$ cat src/rtl/boot_rd_pkg.sv
package boot_rd_pkg;

    localparam logic [7:0] READ_OPCODE = 8'h03;
    localparam int         HDR_BYTES   = 3;

    typedef enum logic [1:0] {
        BR_IDLE,
        BR_HDR,
        BR_DATA,
        BR_TAIL
    } br_state_e;

    typedef struct packed {
        logic rise;
        logic fall;
        logic stop;
    } sck_evt_t;

    typedef logic [3:0][7:0] word_bytes_t;

    // Header byte sent at a given position: opcode, then a zero address.
    function automatic logic [7:0] hdr_byte(input logic [1:0] idx);
        return (idx == 2'd0) ? READ_OPCODE : 8'h00;
    endfunction

endpackage

$ cat src/rtl/br_sck_gen.sv
module br_sck_gen
    import boot_rd_pkg::*;
#(
    parameter int CLK_DIV = 4
) (
    input  logic     clk,
    input  logic     rst,
    input  logic     en_i,
    input  logic     hold_low_i,
    output logic     sck_o,
    output sck_evt_t evt_o
);
    localparam int HALF = CLK_DIV / 2;
    localparam int CW   = (HALF > 1) ? $clog2(HALF) : 1;

    logic [CW-1:0] cnt_q;
    logic          sck_q;
    logic          tick;

    assign tick       = en_i && (cnt_q == CW'(HALF - 1));
    assign evt_o.rise = tick && !sck_q && !hold_low_i;
    assign evt_o.fall = tick && sck_q;
    assign evt_o.stop = tick && !sck_q && hold_low_i;
    assign sck_o      = sck_q;

    always_ff @(posedge clk) begin
        if (rst || !en_i) begin
            cnt_q <= '0;
            sck_q <= 1'b0;
        end else begin
            cnt_q <= tick ? '0 : cnt_q + 1'b1;
            if (evt_o.rise)      sck_q <= 1'b1;
            else if (evt_o.fall) sck_q <= 1'b0;
        end
    end

    AST_SCK_HOLD_LOW: assert property (@(posedge clk) disable iff (rst)
        (en_i && hold_low_i && !sck_q) |=> !sck_q);

endmodule

$ cat src/rtl/br_shifter.sv
module br_shifter (
    input  logic       clk,
    input  logic       rst,
    input  logic       load_i,
    input  logic [7:0] load_byte_i,
    input  logic       rise_i,
    input  logic       fall_i,
    input  logic [7:0] next_byte_i,
    input  logic       miso_i,
    output logic       mosi_o,
    output logic       byte_done_o,
    output logic [7:0] rx_byte_o
);
    logic [7:0] tx_q;
    logic [6:0] rx_q;
    logic [2:0] bit_cnt_q;

    assign mosi_o      = tx_q[7];
    assign byte_done_o = rise_i && (bit_cnt_q == 3'd7);
    assign rx_byte_o   = {rx_q, miso_i};

    always_ff @(posedge clk) begin
        if (rst) begin
            tx_q      <= '0;
            rx_q      <= '0;
            bit_cnt_q <= '0;
        end else if (load_i) begin
            tx_q      <= load_byte_i;
            bit_cnt_q <= '0;
        end else begin
            if (rise_i) begin
                rx_q      <= rx_byte_o[6:0];
                bit_cnt_q <= bit_cnt_q + 3'd1;
            end
            if (fall_i) begin
                tx_q <= (bit_cnt_q == 3'd0) ? next_byte_i : {tx_q[6:0], 1'b0};
            end
        end
    end

endmodule

$ cat src/rtl/br_packer.sv
module br_packer
    import boot_rd_pkg::*;
#(
    parameter int ADDR_W    = 12,
    parameter int BASE_ADDR = 0
) (
    input  logic              clk,
    input  logic              rst,
    input  logic              clear_i,
    input  logic              stb_i,
    input  logic [7:0]        byte_i,
    output logic              last_o,
    output logic              we_o,
    output logic [ADDR_W-1:0] addr_o,
    output logic [31:0]       data_o
);
    localparam logic [ADDR_W-1:0] BASE = ADDR_W'(BASE_ADDR);

    logic [1:0]        sel_q;
    word_bytes_t       acc_q;
    word_bytes_t       word_next;
    logic [ADDR_W-1:0] ptr_q;
    logic [ADDR_W-1:0] addr_q;
    logic [31:0]       data_q;
    logic              we_q;

    always_comb begin
        word_next        = acc_q;
        word_next[sel_q] = byte_i;
    end

    assign last_o = (sel_q == 2'd3);
    assign we_o   = we_q;
    assign addr_o = addr_q;
    assign data_o = data_q;

    always_ff @(posedge clk) begin
        if (rst) begin
            sel_q  <= '0;
            acc_q  <= '0;
            ptr_q  <= BASE;
            addr_q <= BASE;
            data_q <= '0;
            we_q   <= 1'b0;
        end else begin
            we_q <= 1'b0;
            if (clear_i) begin
                sel_q <= '0;
                ptr_q <= BASE;
            end else if (stb_i) begin
                sel_q <= sel_q + 2'd1;
                acc_q <= word_next;
                if (last_o) begin
                    data_q <= word_next;
                    addr_q <= ptr_q;
                    ptr_q  <= ptr_q + 1'b1;
                    we_q   <= 1'b1;
                end
            end
        end
    end

    AST_WE_SINGLE_PULSE: assert property (@(posedge clk) disable iff (rst)
        we_q |=> !we_q);

endmodule

$ cat src/rtl/eeprom_boot_fetch.sv
module eeprom_boot_fetch
    import boot_rd_pkg::*;
#(
    parameter int CLK_DIV   = 4,
    parameter int ADDR_W    = 12,
    parameter int WCNT_W    = 10,
    parameter int BASE_ADDR = 0
) (
    input  logic              clk,
    input  logic              rst,
    input  logic              start_i,
    input  logic [WCNT_W-1:0] word_count_i,
    output logic              sck_o,
    output logic              mosi_o,
    input  logic              miso_i,
    output logic              cs_n_o,
    output logic [ADDR_W-1:0] imem_addr_o,
    output logic [31:0]       imem_data_o,
    output logic              imem_we_o,
    output logic              done_o
);
    localparam logic [1:0] LAST_HDR = 2'(HDR_BYTES - 1);

    br_state_e         state_q;
    logic              cs_n_q;
    logic              done_q;
    logic [1:0]        hdr_idx_q;
    logic [WCNT_W-1:0] words_left_q;

    sck_evt_t   evt;
    logic       start_ok;
    logic       byte_done;
    logic [7:0] rx_byte;
    logic [7:0] next_byte;
    logic       pk_last;
    logic       data_stb;

    assign start_ok  = start_i && (state_q == BR_IDLE);
    assign next_byte = (state_q == BR_HDR) ? hdr_byte(hdr_idx_q) : 8'h00;
    assign data_stb  = byte_done && (state_q == BR_DATA);
    assign cs_n_o    = cs_n_q;
    assign done_o    = done_q;

    br_sck_gen #(.CLK_DIV(CLK_DIV)) u_sck (
        .clk        (clk),
        .rst        (rst),
        .en_i       (state_q != BR_IDLE),
        .hold_low_i (state_q == BR_TAIL),
        .sck_o      (sck_o),
        .evt_o      (evt)
    );

    br_shifter u_shift (
        .clk         (clk),
        .rst         (rst),
        .load_i      (start_ok),
        .load_byte_i (hdr_byte(2'd0)),
        .rise_i      (evt.rise),
        .fall_i      (evt.fall),
        .next_byte_i (next_byte),
        .miso_i      (miso_i),
        .mosi_o      (mosi_o),
        .byte_done_o (byte_done),
        .rx_byte_o   (rx_byte)
    );

    br_packer #(.ADDR_W(ADDR_W), .BASE_ADDR(BASE_ADDR)) u_pack (
        .clk     (clk),
        .rst     (rst),
        .clear_i (start_ok),
        .stb_i   (data_stb),
        .byte_i  (rx_byte),
        .last_o  (pk_last),
        .we_o    (imem_we_o),
        .addr_o  (imem_addr_o),
        .data_o  (imem_data_o)
    );

    always_ff @(posedge clk) begin
        if (rst) begin
            state_q      <= BR_IDLE;
            cs_n_q       <= 1'b1;
            done_q       <= 1'b0;
            hdr_idx_q    <= '0;
            words_left_q <= '0;
        end else begin
            case (state_q)
                BR_IDLE: if (start_i) begin
                    state_q      <= BR_HDR;
                    cs_n_q       <= 1'b0;
                    done_q       <= 1'b0;
                    hdr_idx_q    <= '0;
                    words_left_q <= word_count_i;
                end
                BR_HDR: if (byte_done) begin
                    hdr_idx_q <= hdr_idx_q + 2'd1;
                    if (hdr_idx_q == LAST_HDR)
                        state_q <= (words_left_q == '0) ? BR_TAIL : BR_DATA;
                end
                BR_DATA: if (byte_done && pk_last) begin
                    words_left_q <= words_left_q - 1'b1;
                    if (words_left_q == WCNT_W'(1)) state_q <= BR_TAIL;
                end
                BR_TAIL: if (evt.stop) begin
                    state_q <= BR_IDLE;
                    cs_n_q  <= 1'b1;
                    done_q  <= 1'b1;
                end
                default: state_q <= BR_IDLE;
            endcase
        end
    end

    AST_SCK_LOW_DESELECTED: assert property (@(posedge clk) disable iff (rst)
        cs_n_q |-> !sck_o);
    AST_MOSI_QUIET_DATA: assert property (@(posedge clk) disable iff (rst)
        (state_q == BR_DATA) |-> !mosi_o);
    AST_WE_INSIDE_SELECT: assert property (@(posedge clk) disable iff (rst)
        imem_we_o |-> !cs_n_q);
    AST_DONE_HELD: assert property (@(posedge clk) disable iff (rst)
        (done_q && !start_i) |=> done_q);
    AST_BUSY_START_IGNORED: assert property (@(posedge clk) disable iff (rst)
        (state_q != BR_IDLE && start_i) |=> (state_q != BR_HDR || $past(state_q) == BR_HDR));

endmodule

$ cat config.mk
export PLATFORM = sky130hd
export DESIGN_NAME = eeprom_boot_fetch
export DESIGN_NICKNAME = d
export VERILOG_FILES = /design/src/rtl/boot_rd_pkg.sv /design/src/rtl/br_sck_gen.sv /design/src/rtl/br_shifter.sv /design/src/rtl/br_packer.sv /design/src/rtl/eeprom_boot_fetch.sv
export SDC_FILE = /design/constraint.sdc
export NUM_CORES = 1
export LEC_CHECK = 0
export BUFFER_PORTS_ARGS = -buffer_cell sky130_fd_sc_hd__buf_2
export CORE_ASPECT_RATIO = 0.6
export CORE_MARGIN = 4
export CORE_UTILIZATION = 60
export CTS_BUF_LIST = sky130_fd_sc_hd__clkbuf_2
export CTS_CLUSTER_SIZE = 10
export DETAILED_ROUTE_END_ITERATION = 12
export PLACE_DENSITY = 0.93
export SLEW_MARGIN = 0
export SYNTH_ARGS = -nofsm -noshare
export SYNTH_HDL_FRONTEND = slang
export SYNTH_SLANG_ARGS = --single-unit
$ cat constraint.sdc
create_clock -name clk -period 4.85 [get_ports clk]
set_clock_uncertainty 0.1 [all_clocks]
set_input_delay 0.2425 -clock clk [delete_from_list [all_inputs] [get_ports clk]]
set_output_delay 0.2425 -clock clk [all_outputs]
set_load 0.005 [all_outputs]
# Word level (Yosys, flattened, before mapping)
# Cells that the tools add are included.
# W data, S select, Z words.
# word_totals
ff_bits	127
out_inout_bits	49
elab_cells	106
in_bits	14
# classes
bitwise	2
eq_ne	13
n_addsub	6
n_reduce_logical	35
order_cmp	2
n_mux	28
# op_table
operator	n
$bwmux W32	1
$mux W2	12
$mux W10	2
$pmux W10 S2	1
$demux W8 S2	1
$mux W8	2
$add A12 B1 Y12 const B	1
$reduce_and A3 Y1	4
$reduce_bool A2 Y1	6
$eq A10 B1 Y1 const B	1
$logic_and A1 B1 Y1	10
$logic_not A10 Y1	1
$sub A10 B1 Y10 const B	1
$eq A2 B2 Y1 const B	4
$pmux W2 S4	1
$mux W1	6
$ne A2 B1 Y1 const B	3
$ne A2 B2 Y1 const B	3
$reduce_and A2 Y1	3
$reduce_and A6 Y1	1
$add A2 B1 Y2 const B	2
$logic_not A2 Y1	2
$pmux W2 S2	1
$reduce_or A2 Y1	2
12 further kinds	15

# Longest topological paths before layout
# logic_depth
word_depth	8
ltp_mapped	9
mapped_depth_nobuf	7

# By module
# A second synthesis with hierarchy kept.
# unflattened
hier_cells	616
hier_area_um2	5444.0
# modules_own_cells
module	area_per_inst_um2	seq_area_each_um2	instances	cells_per_inst
br_packer	3352.0	1661.6	1	360
eeprom_boot_fetch	1109.8	320.3	1	143
br_shifter	885.8	360.3	1	102
br_sck_gen	96.3	40.0	1	11

# Worst setup path before layout
# No wires, ideal clock.
# synth_timing
kind	register -> register
startpoint	reg state_q[0]
endpoint	reg state_q[0]
n_path_buf	1
stages_incl_launch_ff	9
arrival_time_ps	2266
required_time_ps	4616
setup_slack_ps	2350
period_less_slack_ps	2500
cell_sequence	dfxtp_1 inv_1 ha_1 or4b_1 buf_2 o21ai_2 or4b_4 a2111oi_2 a211oi_1
# synth_via
elab_chain_cells	8
elab_cells_between_ends	20
# synth_rtl
item	line	source
start, declared	eeprom_boot_fetch.sv:24	br_state_e state_q;
start signal, assigned	eeprom_boot_fetch.sv:98	state_q <= (words_left_q == '0) ? BR_TAIL : BR_DATA;
$reduce_bool A2 Y1	eeprom_boot_fetch.sv:47	.en_i (state_q != BR_IDLE),
$logic_and A1 B1 Y1	br_sck_gen.sv:20	assign tick = en_i && (cnt_q == CW'(HALF - 1));
$logic_and A1 B1 Y1	br_sck_gen.sv:21, br_sck_gen.sv:23	
$logic_and A1 B1 Y1	br_sck_gen.sv:21	assign evt_o.rise = tick && !sck_q && !hold_low_i;
$logic_and A1 B1 Y1	br_shifter.sv:19	assign byte_done_o = rise_i && (bit_cnt_q == 3'd7);
$logic_and A1 B1 Y1	eeprom_boot_fetch.sv:100	BR_DATA: if (byte_done && pk_last) begin
$ne A2 B1 Y1 (no line)	n/a	
$reduce_and A6 Y1 (no line)	n/a	
# Parallel ways exist; a longest one is shown, timed or not.
# A chain may end at the register's enable or synchronous reset.

# Worst setup path in the final report
# layout_timing
startpoint	reg state_q[0]
endpoint	reg words_left_q[0]
# layout_via
elab_chain_cells	8
elab_cells_between_ends	15
# layout_rtl
item	line	source
$reduce_bool A2 Y1	eeprom_boot_fetch.sv:47	
$logic_and A1 B1 Y1	br_sck_gen.sv:20	
$logic_and A1 B1 Y1 (2 in series)	br_sck_gen.sv:21	
$logic_and A1 B1 Y1	br_shifter.sv:19	
$logic_and A1 B1 Y1	eeprom_boot_fetch.sv:100	
$ne A2 B1 Y1 (no line)	n/a	
$reduce_and A3 Y1 (no line)	n/a	
end signal, assigned	eeprom_boot_fetch.sv:93	words_left_q <= word_count_i;
end signal, assigned	eeprom_boot_fetch.sv:101	words_left_q <= words_left_q - 1'b1;
end, declared	eeprom_boot_fetch.sv:28	logic [WCNT_W-1:0] words_left_q;
# Parallel ways exist; a longest one is shown, timed or not.

==> out/metrics.cfg <==
[setup_path]
timing.setup.critical_path_class=reg2reg
worst-r2r-cell-count=7
nature_of_the_critical_path_endpoint=flip-flop
worstSetupStartpointType=flip-flop
rr_startpoint=state_q[0]
crit_fanout=21
worst-endpoint-arrival_ps=3760
r2r_end=words_left_q[0]
critical_path_required_ps=5340
reg2reg_slack_ps=1580

[pwr]
power.ir.vdd_worst_mv=0.219
ratio_of_total_power_to_cell_area_nw_per_um2=380
p_leak_nw=2.17

[placed_design]
place.port_buffers=62
finalWeightedCongestion=0.887
place_hpwl_um=8010
place_worst_setup_slack_ps=1740

[cts]
clk_path_buf_depth=2
clkTransAtPathRegs_ps=170
clock_sink_count=119
cts_made_buffers=17
cts.htree.levels=4
clock_insertion_delay_worst_skew_ps=680
clock_tree.root_cell=sky130_fd_sc_hd__clkbuf_2
cts_tree=done

[route]
ant_nets_after_route=0
drc_errors=0
detail_route.first_pass.iterations=7
post_drt_via_cell_ratio=5.90
first_iter_violations=436
avgRoutedWirePerCell_um=15.8
via_count=4682
finalWirelength_um=12500

[sta]
timing.final.setup_violations=0
finalCriticalPeriod_ps=3270
final_critical_path_setup_slack_ps=1580
drv_slew=0
rsz_0062_raised_after_global_routing=no
hold_viol_final=0
hold_ws_ps=200
post-route-period-util_pct=67.4
fin_setup_tns_ps=0
max_clock_freq_ghz=0.306
worst_slew_margin_rel_pct=35.3
worst_pin_slew_ps=971

[logic_synthesis]
synth_enable_flop_cells=0
post-synth-top-area-cell=sky130_fd_sc_hd__dfxtp_1
synth-async-reset-ratio_pct=0
synthCells=625
synth_top_cells_by_count=sky130_fd_sc_hd__dfxtp_1, sky130_fd_sc_hd__nand2_1, sky130_fd_sc_hd__a21oi_1
synthesis.area_per_instance_um2=8.25
post_synth_num_cell_types=44
synth.cell_area_um2=5150
synth-warning-count=0
synth.top_cell.area_share_pct=46.2
sequential_element_share_of_the_synthesized_area_pct=46.2
net_count_after_synthesis=656
synth.top_cells.by_area=sky130_fd_sc_hd__dfxtp_1, sky130_fd_sc_hd__nand2_1, sky130_fd_sc_hd__a21oi_1
synth-main-ff-cell=sky130_fd_sc_hd__dfxtp_1
synth_seq_cells=119
yosysMostFrequentCell=sky130_fd_sc_hd__dfxtp_1

[global_route]
grt_pass1_wl_um=20800
grt_remaining_overflow=0
grt_start_max_net_pins=98
via_count_of_the_first_global_routing_pass=4421
antenna_found_initial=0
grt.total_usage_pct=25.6

[min_path]
worstHoldStart=rst
holdPathStages=3
hold_path_class=in2reg
whs_endpoint=hdr_idx_q[1]

[layout]
final_nets=703
final_core_utilization_pct=71.9
post_route_cells_drive_above_1_share_pct=15.3
num_antenna_cells=0
syn_to_final_growth_pct=13.0

[floorplan]
floorplan.initialDensity_pct=63.6
core_um2=8100
die_height_um=79.8
ioPinCount=63
rows=25
dieArea_um2=10200
chipWidth_um=128

[run_status]
status=finished clean

[job]
max_cap_viol_count=0

[stage by stage]
stage | instances | instance area [um^2] | total power [mW]
2_1_floorplan | 625 | 5150 | 1.40
6_report | 793 | 5820 | 2.21
4_1_cts | 793 | 5820 | 2.20
3_5_place_dp | 749 | 5440 | 1.50
5_1_grt | 793 | 5820 | 2.31
3_3_place_gp | 749 | 5440 | 1.47
[where the power goes]
group          internal, mW  switching, mW
Sequential             1.02         0.0481
Combinational         0.155          0.285
Clock                 0.341          0.362
Total                  1.52          0.696
[worst max-delay path: stages (launching register included)]
cell and delay, ps:
sky130_fd_sc_hd__dfxtp_1 380, sky130_fd_sc_hd__inv_1 140, sky130_fd_sc_hd__ha_1 660, sky130_fd_sc_hd__inv_1 430, sky130_fd_sc_hd__o21ai_0 710, sky130_fd_sc_hd__and2_1 330, sky130_fd_sc_hd__o21ai_0 120, sky130_fd_sc_hd__a221oi_1 320
[kinds of logic (layout without fill, tap and decap cells)]
family	after synthesis	in the layout	share of synthesized area [%]
xor gates and xnor gates	12	12	2.04
AOI/OAI and AO/OA	137	137	15.2
buffers and inverters	64	124	4.73
adders and majority gates	17	17	4.13
DFF	119	119	46.2
and+or+nand+nor	248	248	22.2
muxes	28	28	5.46
[area by class of cell]
type	instances	area, um^2
Multi-Input combinational cell	442	2530
Sequential cell	119	2380
Fill cell	598	2280
Timing Repair Buffer	79	468
Clock inverter	11	155
Tap cell	108	135
Clock buffer	21	105
Inverter	13	48.8
[cells in the final DEF, fill, tap and decap left out, drive strengths merged, types with 4 or more instances in the layout]
master / n
xor2: 6
dlygate4sd3: 12
nand2: 112
clkbuf: 21
a21oi: 80
xnor2: 6
o21ai: 21
and3: 5
nand2b: 5
nand3: 34
bufinv: 4
mux2i: 27
nor2: 52
nand4: 7
inv: 13
clkinv: 6
ha: 17
buf: 67
a31oi: 4
nor2b: 7
dfxtp: 119
nor4: 7
a211oi: 25
nor3: 5
[sequential cells by signal, indices dropped and copies added, names as in the netlist, 2 cells and up]
register and cells:
words_left_q 10, u_pack.sel_q 2, u_pack.addr_o 12, u_pack.ptr_q 12
state_q 2, u_shift.bit_cnt_q 3, hdr_idx_q 2, u_pack.data_o 32
u_shift.rx_q 7, u_pack.acc_q 24, u_shift.tx_q 8
[per-layer routing]
layer | vias up | share of wire (%) | track usage, % | wire length (um)
met5 | - | 0 | 0 | 0
met4 | 0 | 1.9 | 11.1 | 241
met3 | 23 | 9.0 | 7.42 | 1120
met1 | 2197 | 43 | 32.5 | 5390
met2 | 224 | 46 | 40.9 | 5760
li1 | 2238 | - | - | -
[how the worst max path moves through the flow]
stage,from,end,slack (ps)
floorplan,state_q[0],state_q[0],2350
global placement,state_q[0],state_q[0],1880
detailed placement,state_q[0],u_pack.data_o[6],1740
CTS,state_q[0],u_pack.data_o[23],1640
global route,state_q[0],words_left_q[0],1350
finish,state_q[0],words_left_q[0],1580
[repair_timing]
| action | 4_1_cts | 5_1_grt |
|---|---|---|
| endpoints found under the hold margin | 22 | 0 |
| resized for setup | 0 | 0 |
| hold buffers | 12 | 0 |
| setup buffers | 0 | 0 |
No activity file was read; power rests on OpenSTA's default activity.
